<file path="src/rtl/sac_pkg.sv">
package sac_pkg;

  typedef enum logic [1:0] {
    ST_IDLE = 2'd0,
    ST_FWD  = 2'd1,
    ST_WAIT = 2'd2
  } sac_state_e;

  function automatic int unsigned sac_set_of(input int unsigned line, input int unsigned sets);
    return line % sets;
  endfunction

  function automatic int unsigned sac_tag_of(input int unsigned line, input int unsigned sets);
    return line / sets;
  endfunction

  function automatic int unsigned sac_phys_line(input int unsigned way, input int unsigned set,
                                                input int unsigned sets);
    return way * sets + set;
  endfunction

endpackage

</file>
<file path="src/rtl/sac_tag_store.sv">
module sac_tag_store #(
  parameter int NUM_LINES = 8,
  parameter int NUM_WAYS  = 2,
  parameter int SETS      = 4,
  parameter int SET_W     = 2,
  parameter int TAG_W     = 4,
  parameter int WAY_W     = 1,
  parameter int PHYS_W    = 3
) (
  input  logic                clk,
  input  logic                rst_n,
  input  logic [SET_W-1:0]    probe_set,
  input  logic [TAG_W-1:0]    probe_tag,
  output logic [NUM_WAYS-1:0] hit_vec,
  input  logic                wr_en,
  input  logic [WAY_W-1:0]    wr_way,
  input  logic [SET_W-1:0]    wr_set,
  input  logic [TAG_W-1:0]    wr_tag
);
  import sac_pkg::*;

  logic [NUM_LINES-1:0] valid_q;
  logic [TAG_W-1:0]     tag_q [NUM_LINES];
  logic [PHYS_W-1:0]    wr_phys;

  assign wr_phys = PHYS_W'(sac_phys_line(32'(wr_way), 32'(wr_set), SETS));

  always_ff @(posedge clk or negedge rst_n) begin
    if (!rst_n) begin
      valid_q <= '0;
    end else if (wr_en) begin
      valid_q[wr_phys] <= 1'b1;
    end
  end

  always_ff @(posedge clk) begin
    if (wr_en) tag_q[wr_phys] <= wr_tag;
  end

  for (genvar w = 0; w < NUM_WAYS; w++) begin : g_way_probe
    logic [PHYS_W-1:0] probe_phys;
    assign probe_phys = PHYS_W'(sac_phys_line(w, 32'(probe_set), SETS));
    assign hit_vec[w] = valid_q[probe_phys] && (tag_q[probe_phys] == probe_tag);
  end

endmodule

</file>
<file path="src/rtl/sac_data_store.sv">
module sac_data_store #(
  parameter int NUM_LINES = 8,
  parameter int SETS      = 4,
  parameter int SET_W     = 2,
  parameter int WAY_W     = 1,
  parameter int PHYS_W    = 3,
  parameter int DATA_W    = 8
) (
  input  logic              clk,
  input  logic [WAY_W-1:0]  rd_way,
  input  logic [SET_W-1:0]  rd_set,
  output logic [DATA_W-1:0] rd_data,
  input  logic              wr_en,
  input  logic [WAY_W-1:0]  wr_way,
  input  logic [SET_W-1:0]  wr_set,
  input  logic [DATA_W-1:0] wr_data
);
  import sac_pkg::*;

  logic [DATA_W-1:0] mem_q [NUM_LINES];
  logic [PHYS_W-1:0] rd_phys;
  logic [PHYS_W-1:0] wr_phys;

  assign rd_phys = PHYS_W'(sac_phys_line(32'(rd_way), 32'(rd_set), SETS));
  assign wr_phys = PHYS_W'(sac_phys_line(32'(wr_way), 32'(wr_set), SETS));
  assign rd_data = mem_q[rd_phys];

  always_ff @(posedge clk) begin
    if (wr_en) mem_q[wr_phys] <= wr_data;
  end

endmodule

</file>
<file path="src/rtl/sac_hit_encoder.sv">
module sac_hit_encoder #(
  parameter int NUM_WAYS = 2,
  parameter int WAY_W    = 1
) (
  input  logic [NUM_WAYS-1:0] hit_vec,
  output logic                any_hit,
  output logic [WAY_W-1:0]    hit_way
);
  always_comb begin
    hit_way = '0;
    for (int w = 0; w < NUM_WAYS; w++) begin
      if (hit_vec[w]) hit_way = hit_way | WAY_W'(w);
    end
  end

  assign any_hit = |hit_vec;

endmodule

</file>
<file path="src/rtl/sac_lookup.sv">
module sac_lookup #(
  parameter int LINE_W    = 6,
  parameter int NUM_LINES = 8,
  parameter int NUM_WAYS  = 2,
  parameter int DATA_W    = 8,
  localparam int SETS     = NUM_LINES / NUM_WAYS,
  localparam int SET_W    = (SETS > 1) ? $clog2(SETS) : 1,
  localparam int TAG_W    = LINE_W - $clog2(SETS),
  localparam int WAY_W    = (NUM_WAYS > 1) ? $clog2(NUM_WAYS) : 1,
  localparam int PHYS_W   = (NUM_LINES > 1) ? $clog2(NUM_LINES) : 1
) (
  input  logic              clk,
  input  logic              rst_n,
  input  logic              req_valid,
  output logic              req_ready,
  input  logic              req_write,
  input  logic [LINE_W-1:0] req_line,
  input  logic [DATA_W-1:0] req_wdata,
  output logic [SET_W-1:0]  vic_set,
  input  logic [WAY_W-1:0]  vic_way,
  output logic              low_req_valid,
  input  logic              low_req_ready,
  output logic [LINE_W-1:0] low_req_line,
  input  logic              low_rsp_valid,
  input  logic [DATA_W-1:0] low_rsp_data,
  output logic              rsp_valid,
  output logic              rsp_write,
  output logic              rsp_hit,
  output logic [WAY_W-1:0]  rsp_way,
  output logic [PHYS_W-1:0] rsp_line,
  output logic [DATA_W-1:0] rsp_data
);
  import sac_pkg::*;

  sac_state_e        state_q;
  logic [LINE_W-1:0] mline_q;

  logic [LINE_W-1:0] cur_line;
  logic [SET_W-1:0]  cur_set;
  logic [TAG_W-1:0]  cur_tag;

  logic [NUM_WAYS-1:0] hit_vec;
  logic                lookup_hit;
  logic [WAY_W-1:0]    hit_way;
  logic [DATA_W-1:0]   rd_data;

  // named events
  logic accept;
  logic rd_hit;
  logic rd_miss;
  logic wr_hit;
  logic alloc_evt;
  logic fill_evt;

  logic              st_wr_en;
  logic [WAY_W-1:0]  st_way;
  logic [DATA_W-1:0] st_data;
  logic [WAY_W-1:0]  ans_way;
  logic [PHYS_W-1:0] ans_line;

  assign cur_line = (state_q == ST_IDLE) ? req_line : mline_q;
  assign cur_set  = SET_W'(sac_set_of(32'(cur_line), SETS));
  assign cur_tag  = TAG_W'(sac_tag_of(32'(cur_line), SETS));

  assign req_ready = (state_q == ST_IDLE);
  assign accept    = req_valid && req_ready;
  assign rd_hit    = accept && !req_write && lookup_hit;
  assign rd_miss   = accept && !req_write && !lookup_hit;
  assign wr_hit    = accept && req_write && lookup_hit;
  assign alloc_evt = accept && req_write && !lookup_hit;
  assign fill_evt  = (state_q == ST_WAIT) && low_rsp_valid;

  assign st_wr_en = wr_hit || alloc_evt || fill_evt;
  assign st_way   = wr_hit ? hit_way : vic_way;
  assign st_data  = fill_evt ? low_rsp_data : req_wdata;
  assign ans_way  = rd_hit ? hit_way : st_way;
  assign ans_line = PHYS_W'(sac_phys_line(32'(ans_way), 32'(cur_set), SETS));

  assign vic_set       = cur_set;
  assign low_req_valid = (state_q == ST_FWD);
  assign low_req_line  = mline_q;

  sac_tag_store #(
    .NUM_LINES(NUM_LINES), .NUM_WAYS(NUM_WAYS), .SETS(SETS), .SET_W(SET_W),
    .TAG_W(TAG_W), .WAY_W(WAY_W), .PHYS_W(PHYS_W)
  ) u_tags (
    .clk       (clk),
    .rst_n     (rst_n),
    .probe_set (cur_set),
    .probe_tag (cur_tag),
    .hit_vec   (hit_vec),
    .wr_en     (st_wr_en),
    .wr_way    (st_way),
    .wr_set    (cur_set),
    .wr_tag    (cur_tag)
  );

  sac_hit_encoder #(.NUM_WAYS(NUM_WAYS), .WAY_W(WAY_W)) u_enc (
    .hit_vec (hit_vec),
    .any_hit (lookup_hit),
    .hit_way (hit_way)
  );

  sac_data_store #(
    .NUM_LINES(NUM_LINES), .SETS(SETS), .SET_W(SET_W), .WAY_W(WAY_W),
    .PHYS_W(PHYS_W), .DATA_W(DATA_W)
  ) u_data (
    .clk     (clk),
    .rd_way  (hit_way),
    .rd_set  (cur_set),
    .rd_data (rd_data),
    .wr_en   (st_wr_en),
    .wr_way  (st_way),
    .wr_set  (cur_set),
    .wr_data (st_data)
  );

  always_ff @(posedge clk or negedge rst_n) begin
    if (!rst_n) begin
      state_q <= ST_IDLE;
      mline_q <= '0;
    end else begin
      case (state_q)
        ST_IDLE: if (rd_miss) begin
          state_q <= ST_FWD;
          mline_q <= req_line;
        end
        ST_FWD:  if (low_req_ready) state_q <= ST_WAIT;
        ST_WAIT: if (low_rsp_valid) state_q <= ST_IDLE;
        default: state_q <= ST_IDLE;
      endcase
    end
  end

  always_ff @(posedge clk or negedge rst_n) begin
    if (!rst_n) begin
      rsp_valid <= 1'b0;
      rsp_write <= 1'b0;
      rsp_hit   <= 1'b0;
      rsp_way   <= '0;
      rsp_line  <= '0;
      rsp_data  <= '0;
    end else begin
      rsp_valid <= rd_hit || st_wr_en;
      if (rd_hit || st_wr_en) begin
        rsp_write <= accept && req_write;
        rsp_hit   <= rd_hit || wr_hit;
        rsp_way   <= ans_way;
        rsp_line  <= ans_line;
        rsp_data  <= rd_hit ? rd_data : st_data;
      end
    end
  end

endmodule

</file>
<file path="config.mk">
export PLATFORM = sky130hd
export DESIGN_NAME = sac_lookup
export DESIGN_NICKNAME = d
export VERILOG_FILES = /design/src/rtl/sac_pkg.sv /design/src/rtl/sac_tag_store.sv /design/src/rtl/sac_data_store.sv /design/src/rtl/sac_hit_encoder.sv /design/src/rtl/sac_lookup.sv
export SDC_FILE = /design/constraint.sdc
export NUM_CORES = 1
export LEC_CHECK = 0
export BUFFER_PORTS_ARGS = -buffer_cell sky130_fd_sc_hd__buf_2
export CAP_MARGIN = 10
export CORE_UTILIZATION = 29
export CTS_CLUSTER_DIAMETER = 100
export DETAILED_ROUTE_END_ITERATION = 10
export GPL_ROUTABILITY_DRIVEN = 0
export HOLD_SLACK_MARGIN = 0.05
export SLEW_MARGIN = 5
export SYNTH_ARGS = -nofsm -noshare
export SYNTH_HDL_FRONTEND = slang
export SYNTH_SLANG_ARGS = --single-unit
</file>
<file path="constraint.sdc">
create_clock -name clk -period 6.7 [get_ports clk]
set_clock_uncertainty 0.15 [all_clocks]
set_input_delay 0.67 -clock clk [delete_from_list [all_inputs] [get_ports clk]]
set_output_delay 0.67 -clock clk [all_outputs]
set_load 0.1 [all_outputs]
</file>
After elaboration in Yosys (flattened, before gate mapping)
Memory sizes are Yosys's and may differ from the RTL's.
Index checks and enable logic that the tools add are counted.
{"block": "classes", "add_sub_neg": 4, "n_lt_le_gt_ge": 4, "eq_ne": 7, "mux": 18, "bitwise_logic": 1, "reduce_logical": 21}
{"cell": "$mux 8", "n": 2}
{"cell": "$logic_and 1x1->1", "n": 11}
{"cell": "$add 3x2->3", "n": 3}
{"cell": "$eq 4x4->1", "n": 2}
{"cell": "$lt 3x4->1 const B", "n": 2}
{"cell": "$mux 1", "n": 8}
{"cell": "$or 8x8->8", "n": 1}
{"cell": "$mux 2", "n": 3}
{"cell": "$mux 6", "n": 1}
{"cell": "$pmux 2 s3", "n": 1}
{"cell": "$logic_or 1x1->1", "n": 4}
{"cell": "$lt 2x4->1 const B", "n": 1}
{"cell": "$ne 2x1->1 const B", "n": 2}
{"cell": "$add 3x2->3 const A", "n": 1}
{"cell": "$bmux 1 s3", "n": 1}
{"cell": "$demux 1 s3", "n": 1}
{"cell": "$ge 3x1->1 const B", "n": 1}
{"cell": "$reduce_and 3->1", "n": 1}
{"cell": "$bmux 1 s2", "n": 1}
{"cell": "$eq 2x1->1 const B", "n": 1}
{"cell": "$eq 2x2->1 const B", "n": 1}
{"cell": "$logic_not 1->1", "n": 2}
{"cell": "$logic_not 2->1", "n": 1}
{"cell": "$ne 2x2->1 const B", "n": 1}
{"cell": "2 further kinds", "n": 2}
{"block": "totals", "register_bits": 31, "mem_bits_rw": 96, "in_bits": 29, "out_inout_bits": 25, "elab_cells": 66, "mem_count": 2}
{"name": "u_data.mem_q", "depth": 8, "word_bits": 8, "rd": 1, "rd_ports_with_merged_regs": 0, "wr": 1, "line_no": "sac_data_store.sv:20", "text": "logic [DATA_W-1:0] mem_q [NUM_LINES];"}
{"name": "u_tags.tag_q", "depth": 8, "word_bits": 4, "rd": 2, "rd_ports_with_merged_regs": 0, "wr": 1, "line_no": "sac_tag_store.sv:23", "text": "logic [TAG_W-1:0] tag_q [NUM_LINES];"}

Logic depth before layout (Yosys ltp)
{"block": "logic_depth", "ltp_word": 15, "ltp_mapped": 12, "depth_no_buf": 8}

Modules after synthesis
From an unflattened synthesis, not the netlist that was laid out.
{"block": "unflattened", "cells_unflattened": 285, "area_unflattened_um2": 5400.2}
{"module": "sac_data_store", "n_inst": 1, "cells_per_inst": 106, "area_each_um2": 2531.2, "seq_area_each_um2": 1921.8}
{"module": "sac_tag_store", "n_inst": 1, "cells_per_inst": 85, "area_each_um2": 1647.8, "seq_area_each_um2": 1161.1}
{"module": "sac_lookup", "n_inst": 1, "cells_per_inst": 92, "area_each_um2": 1207.4, "seq_area_each_um2": 550.5}
{"module": "sac_hit_encoder", "n_inst": 1, "cells_per_inst": 2, "area_each_um2": 13.8, "seq_area_each_um2": 0.0}

Worst setup path after synthesis
No wires, ideal clock.
{"block": "synth_path", "path_type": "register to register", "from": "register state_q[0]", "to": "memory u_data.mem_q[0][0], enable pin", "setup_time_ns": 0.385, "arrival_time_ns": 3.365, "t_required_ns": 6.165, "path_slack_ns": 2.800, "stages_incl_launch_ff": 10, "n_path_buf": 1, "synth_period_minus_slack_ns": 3.900, "path_cell_list": "dfrtp_1 -> nor2_4 -> mux2i_1 -> inv_1 -> and4_1 -> nor4_1 -> o2111a_1 -> buf_6 -> nand3_1 -> a21oi_1"}
{"block": "synth_between", "elab_cells_between_ends": 27, "classes_between": "add/sub (2); eq/ne (3); mux (9); reduce/logical (12); memory (1)"}
{"item": "start: declaration", "line_no": "sac_lookup.sv:35", "text": "sac_state_e state_q;"}
{"item": "start signal: assignment", "line_no": "sac_lookup.sv:120", "text": "state_q <= ST_IDLE;"}
{"item": "start signal: assignment", "line_no": "sac_lookup.sv:125", "text": "state_q <= ST_FWD;"}
{"item": "start signal: assignment", "line_no": "sac_lookup.sv:128", "text": "ST_FWD: if (low_req_ready) state_q <= ST_WAIT;"}
{"item": "$logic_not 2->1 *", "line_no": "sac_lookup.sv:65", "text": "assign req_ready = (state_q == ST_IDLE);"}
{"item": "net req_ready", "line_no": "sac_lookup.sv:15", "text": "output logic req_ready,"}
{"item": "$mux 6 *", "line_no": "sac_lookup.sv:61", "text": "assign cur_line = (state_q == ST_IDLE) ? req_line : mline_q;"}
{"item": "net cur_line[5]", "line_no": "sac_lookup.sv:38", "text": "logic [LINE_W-1:0] cur_line;"}
{"item": "branches (longest 9 deep; another with $add 3x2->3)"}
{"item": "end: declaration", "line_no": "sac_data_store.sv:20"}
Mark *: on every way through the listed nets, which the timed path passes. The select of a mux whose other input is x is not followed.

Worst setup path after layout
{"block": "layout_path", "from": "register state_q[0]", "to": "memory u_data.mem_q[0][0], enable pin"}
{"block": "layout_between", "elab_chain_cells": 13, "elab_cells_between_ends": 27, "classes_between": "add/sub (2); eq/ne (3); mux (9); reduce/logical (12); memory (1)"}
{"item": "branches (longest 13 deep; another with $mem_v2 8x4)"}
Parallel ways; which one is timed is not known. The select of a mux whose other input is x is not followed.

==> results.py <==
metrics = {
    "layout": {
        "n_antenna_cell": 0,
        "final_util_pct": 35.1,
        "fin_nets": 546,
        "syn2layout_area_growth_pct": 18.1,
        "instances_no_fill": 795,
        "fin_area_sq_um": 6880,
        "seq_area_sq_um": 3630,
        "drive_above_1_share_pct": 23.6,
        "fill_cells": 1904,
        "multiInputGateArea_sq_um": 1960,
    },
    "floorplan": {
        "rows": 51,
        "die_w_microns": 144,
        "dieArea_sq_um": 20600,
        "die_height_microns": 144,
        "core_sq_um": 19600,
        "ioPinCount": 54,
        "initial_core_util_pct": 29.7,
    },
    "detailed_routing": {
        "drc": 0,
        "routed_wl_mm": 14.4,
        "vias": 4078,
        "wl_per_cell_microns": 18.1,
        "drtAntennaViolNets": 0,
        "dr.pass1.iters": 5,
        "first_iter_violations": 399,
        "via_per_inst": 5.13,
    },
    "global_routing": {
        "antenna_found_initial": 0,
        "grt_pass1_wl_mm": 22.5,
        "grtUsageTotal_pct": 14.6,
        "grt_pass1_vias": 4017,
        "grt_max_degree": 40,
        "overflow": 0,
    },
    "clock_network": {
        "ctsHtreeMaxLevel": 4,
        "ctsHoldBuffers": 0,
        "clk_latency_ps": 410,
        "post_cts_buffers": 0,
        "cts-root-buf": "clkbuf_16",
        "cts.sink_count": 126,
        "cts-buffers-inserted": 17,
        "path_clk_slew_ps": 60,
        "clock_path_buffers": 2,
        "cts.repair.resized": 0,
        "cts_tree": "done",
    },
    "timing": {
        "hold_violations": 0,
        "post-route-min-period_ps": 5050,
        "tightest_slew_ps": 1120,
        "fmax_mhz": 198,
        "fin_setup_tns_ps": 0,
        "period_share_pct": 75.3,
        "finalMaxSlewViolations": 0,
        "rsz0062_at_grt": "no",
        "setup_viol": 0,
        "slew_headroom_pct": 25.4,
    },
    "placed_design": {
        "hpwl_mm": 9.62,
        "place_area_sq_um": 6330,
        "port_buffers": 53,
        "place_inst": 763,
    },
    "worst_setup_path": {
        "ff2ff_setup_slack_ps": 1650,
        "worstSetupPathType": "reg2reg",
        "path_buf_inv": 2,
        "worstPathArrival_ps": 4920,
        "cp_slowest_stage_delay_ps": 920,
        "critPathTopFamily": "compound AO/OA/AOI/OAI gates",
        "r2r_start": "state_q[0]$_DFFE_PN0P_",
        "cp.required_ps": 6580,
        "end_kind": "flip-flop",
        "reg2reg_depth": 9,
        "crit_start": "state_q[0]$_DFFE_PN0P_",
        "slowest_stage": "a21oi_1",
        "cp_cell_sequence": "nor2_4 -> mux2i_4 -> buf_4 -> inv_2 -> and4_1 -> nor4_1 -> o2111a_1 -> nand3_1 -> a21oi_1",
        "r2r-end": "u_data.mem_q[0][0]$_DFFE_PP_",
        "cp_max_fo": 39,
        "critPathLaunchType": "flip-flop",
    },
    "synthesis": {
        "synth_area_leaders": "edfxtp_1 50%, dfrtp_1 13%, nand2_1 4.4%",
        "post-synth-top-count-cell": "edfxtp_1",
        "synth_top_area_cell": "edfxtp_1",
        "synth_fp_nets": 498,
        "synth-async-reset-ratio_pct": 23.8,
        "syn_inst": 469,
        "synth_seq_cells": 126,
        "netlist.area_leader.share_pct": 49.5,
        "synth-edff-count": 96,
        "synthDistinctLibCells": 56,
        "synth-seq-area-share_pct": 62.4,
        "netlist_top_cells_count": "96 x edfxtp_1, 68 x nand2_1, 30 x dfrtp_1",
        "netlist_area_sq_um": 5820,
        "ys.flop_type": "edfxtp_1",
        "syn_avg_cell_area_sq_um": 12.4,
        "ys_warn_count": 0,
    },
    "worst_hold_path": {
        "worst_hold_path_type": "in2async",
    },
    "power": {
        "power_density_nw_per_um2": 533,
        "p_leak_nw": 2.62,
        "irDropWorstVdd_mv": 0.193,
    },
    "run": {
        "maxCapViolCount": 0,
    },
    "status": {
        "status": "complete, no violations",
    },
}
-- cells in the final DEF (no fill, tap or decap), drive strengths merged, types with 2 or more instances in the layout --
master / netlist / final
o2111ai: 5 / 5
mux2i: 12 / 12
nand4: 4 / 4
or3: 6 / 6
nand3: 12 / 12
a211oi: 14 / 14
inv: 18 / 22
a31oi: 16 / 16
xnor2: 3 / 3
o21bai: 4 / 4
mux4: 3 / 3
and3: 19 / 19
edfxtp: 96 / 96
o211a: 5 / 5
dfrtp: 30 / 30
nand2b: 4 / 4
a21oi: 11 / 11
buf: 16 / 63
a221oi: 8 / 8
clkbuf: 18 / 17
nor4: 7 / 7
a21boi: 2 / 2
or2: 2 / 2
nand2: 68 / 68
nor3: 12 / 12
nand4b: 2 / 2
clkinv: 1 / 7
a311oi: 2 / 2
mux2: 15 / 15
nor2: 17 / 17
o31ai: 4 / 4
and4: 3 / 3
clkinvlp: 0 / 5
o21ai: 21 / 21
-- final cells by class --
type                    instances  share of cell area, %
clock buffers                  17                   6.19
multi-input cells             290                   28.5
inverters                      19                   1.04
clock inverters                15                   1.69
repair buffers                 63                   4.95
flip-flops and latches        126                   52.8
well taps                     265                   4.82
-- per-stage QoR --
stage	power (W)	hold slack, ps	worst slack [ps]
after floorplan	0.00248	224	2800
final	0.00366	178	1650
after CTS	0.00368	190	1620
after global placement	0.00281	318	1890
after global routing	0.00385	229	1330
after detailed placement	0.00284	319	1670
-- sequential cells by signal (all words and copies together), names as in the netlist, 2 cells and up --
| register | count |
|---|---|
| u_data.mem_q | 64 |
| rsp_line | 2 |
| u_tags.valid_q | 8 |
| state_q | 2 |
| low_req_line | 6 |
| u_tags.tag_q | 32 |
| rsp_data | 8 |
-- where the power goes --
group,total (W),switching [W],internal [W],leakage [nW]
sequential,0.00110,0.0000688,0.00103,1.22
combinational,0.00173,0.00126,0.000474,1.15
clock,0.000833,0.000357,0.000476,0.250
total,0.00366,0.00168,0.00198,2.62
-- worst max-delay path by stage --
stage,to,slack [ps],depth (start not counted)
3_3_place_gp,u_data.mem_q[3][2]$_DFFE_PP_,1890,9
5_1_grt,u_tags.tag_q[1][0]$_DFFE_PP_,1330,9
3_5_place_dp,u_data.mem_q[1][6]$_DFFE_PP_,1670,9
4_1_cts,u_data.mem_q[1][2]$_DFFE_PP_,1620,9
2_1_floorplan,u_data.mem_q[0][0]$_DFFE_PP_,2800,9
6_report,u_data.mem_q[0][0]$_DFFE_PP_,1650,9
-- per-layer routing --
metal / GRT usage (%) / share of wire (%) / vias up / wire, microns
li1: - / - / 1860 / -
met1: 19.2 / 45 / 2034 / 6490
met2: 23.7 / 48 / 166 / 6930
met3: 2.80 / 5.3 / 18 / 767
met4: 5.77 / 1.7 / 0 / 242
met5: 0 / 0 / - / 0
-- cell families (layout without fill, tap and decap cells) --
family          after synthesis  in the layout  share of synthesized area [%]
compound gates               97             97                           12.5
xor+xnor                      3              3                          0.451
buf+inv                      53            114                           4.21
flops                       126            126                           62.4
mux                          30             30                           6.64
simple gates                160            160                           13.8
No activity file was read; power rests on OpenSTA's default activity.
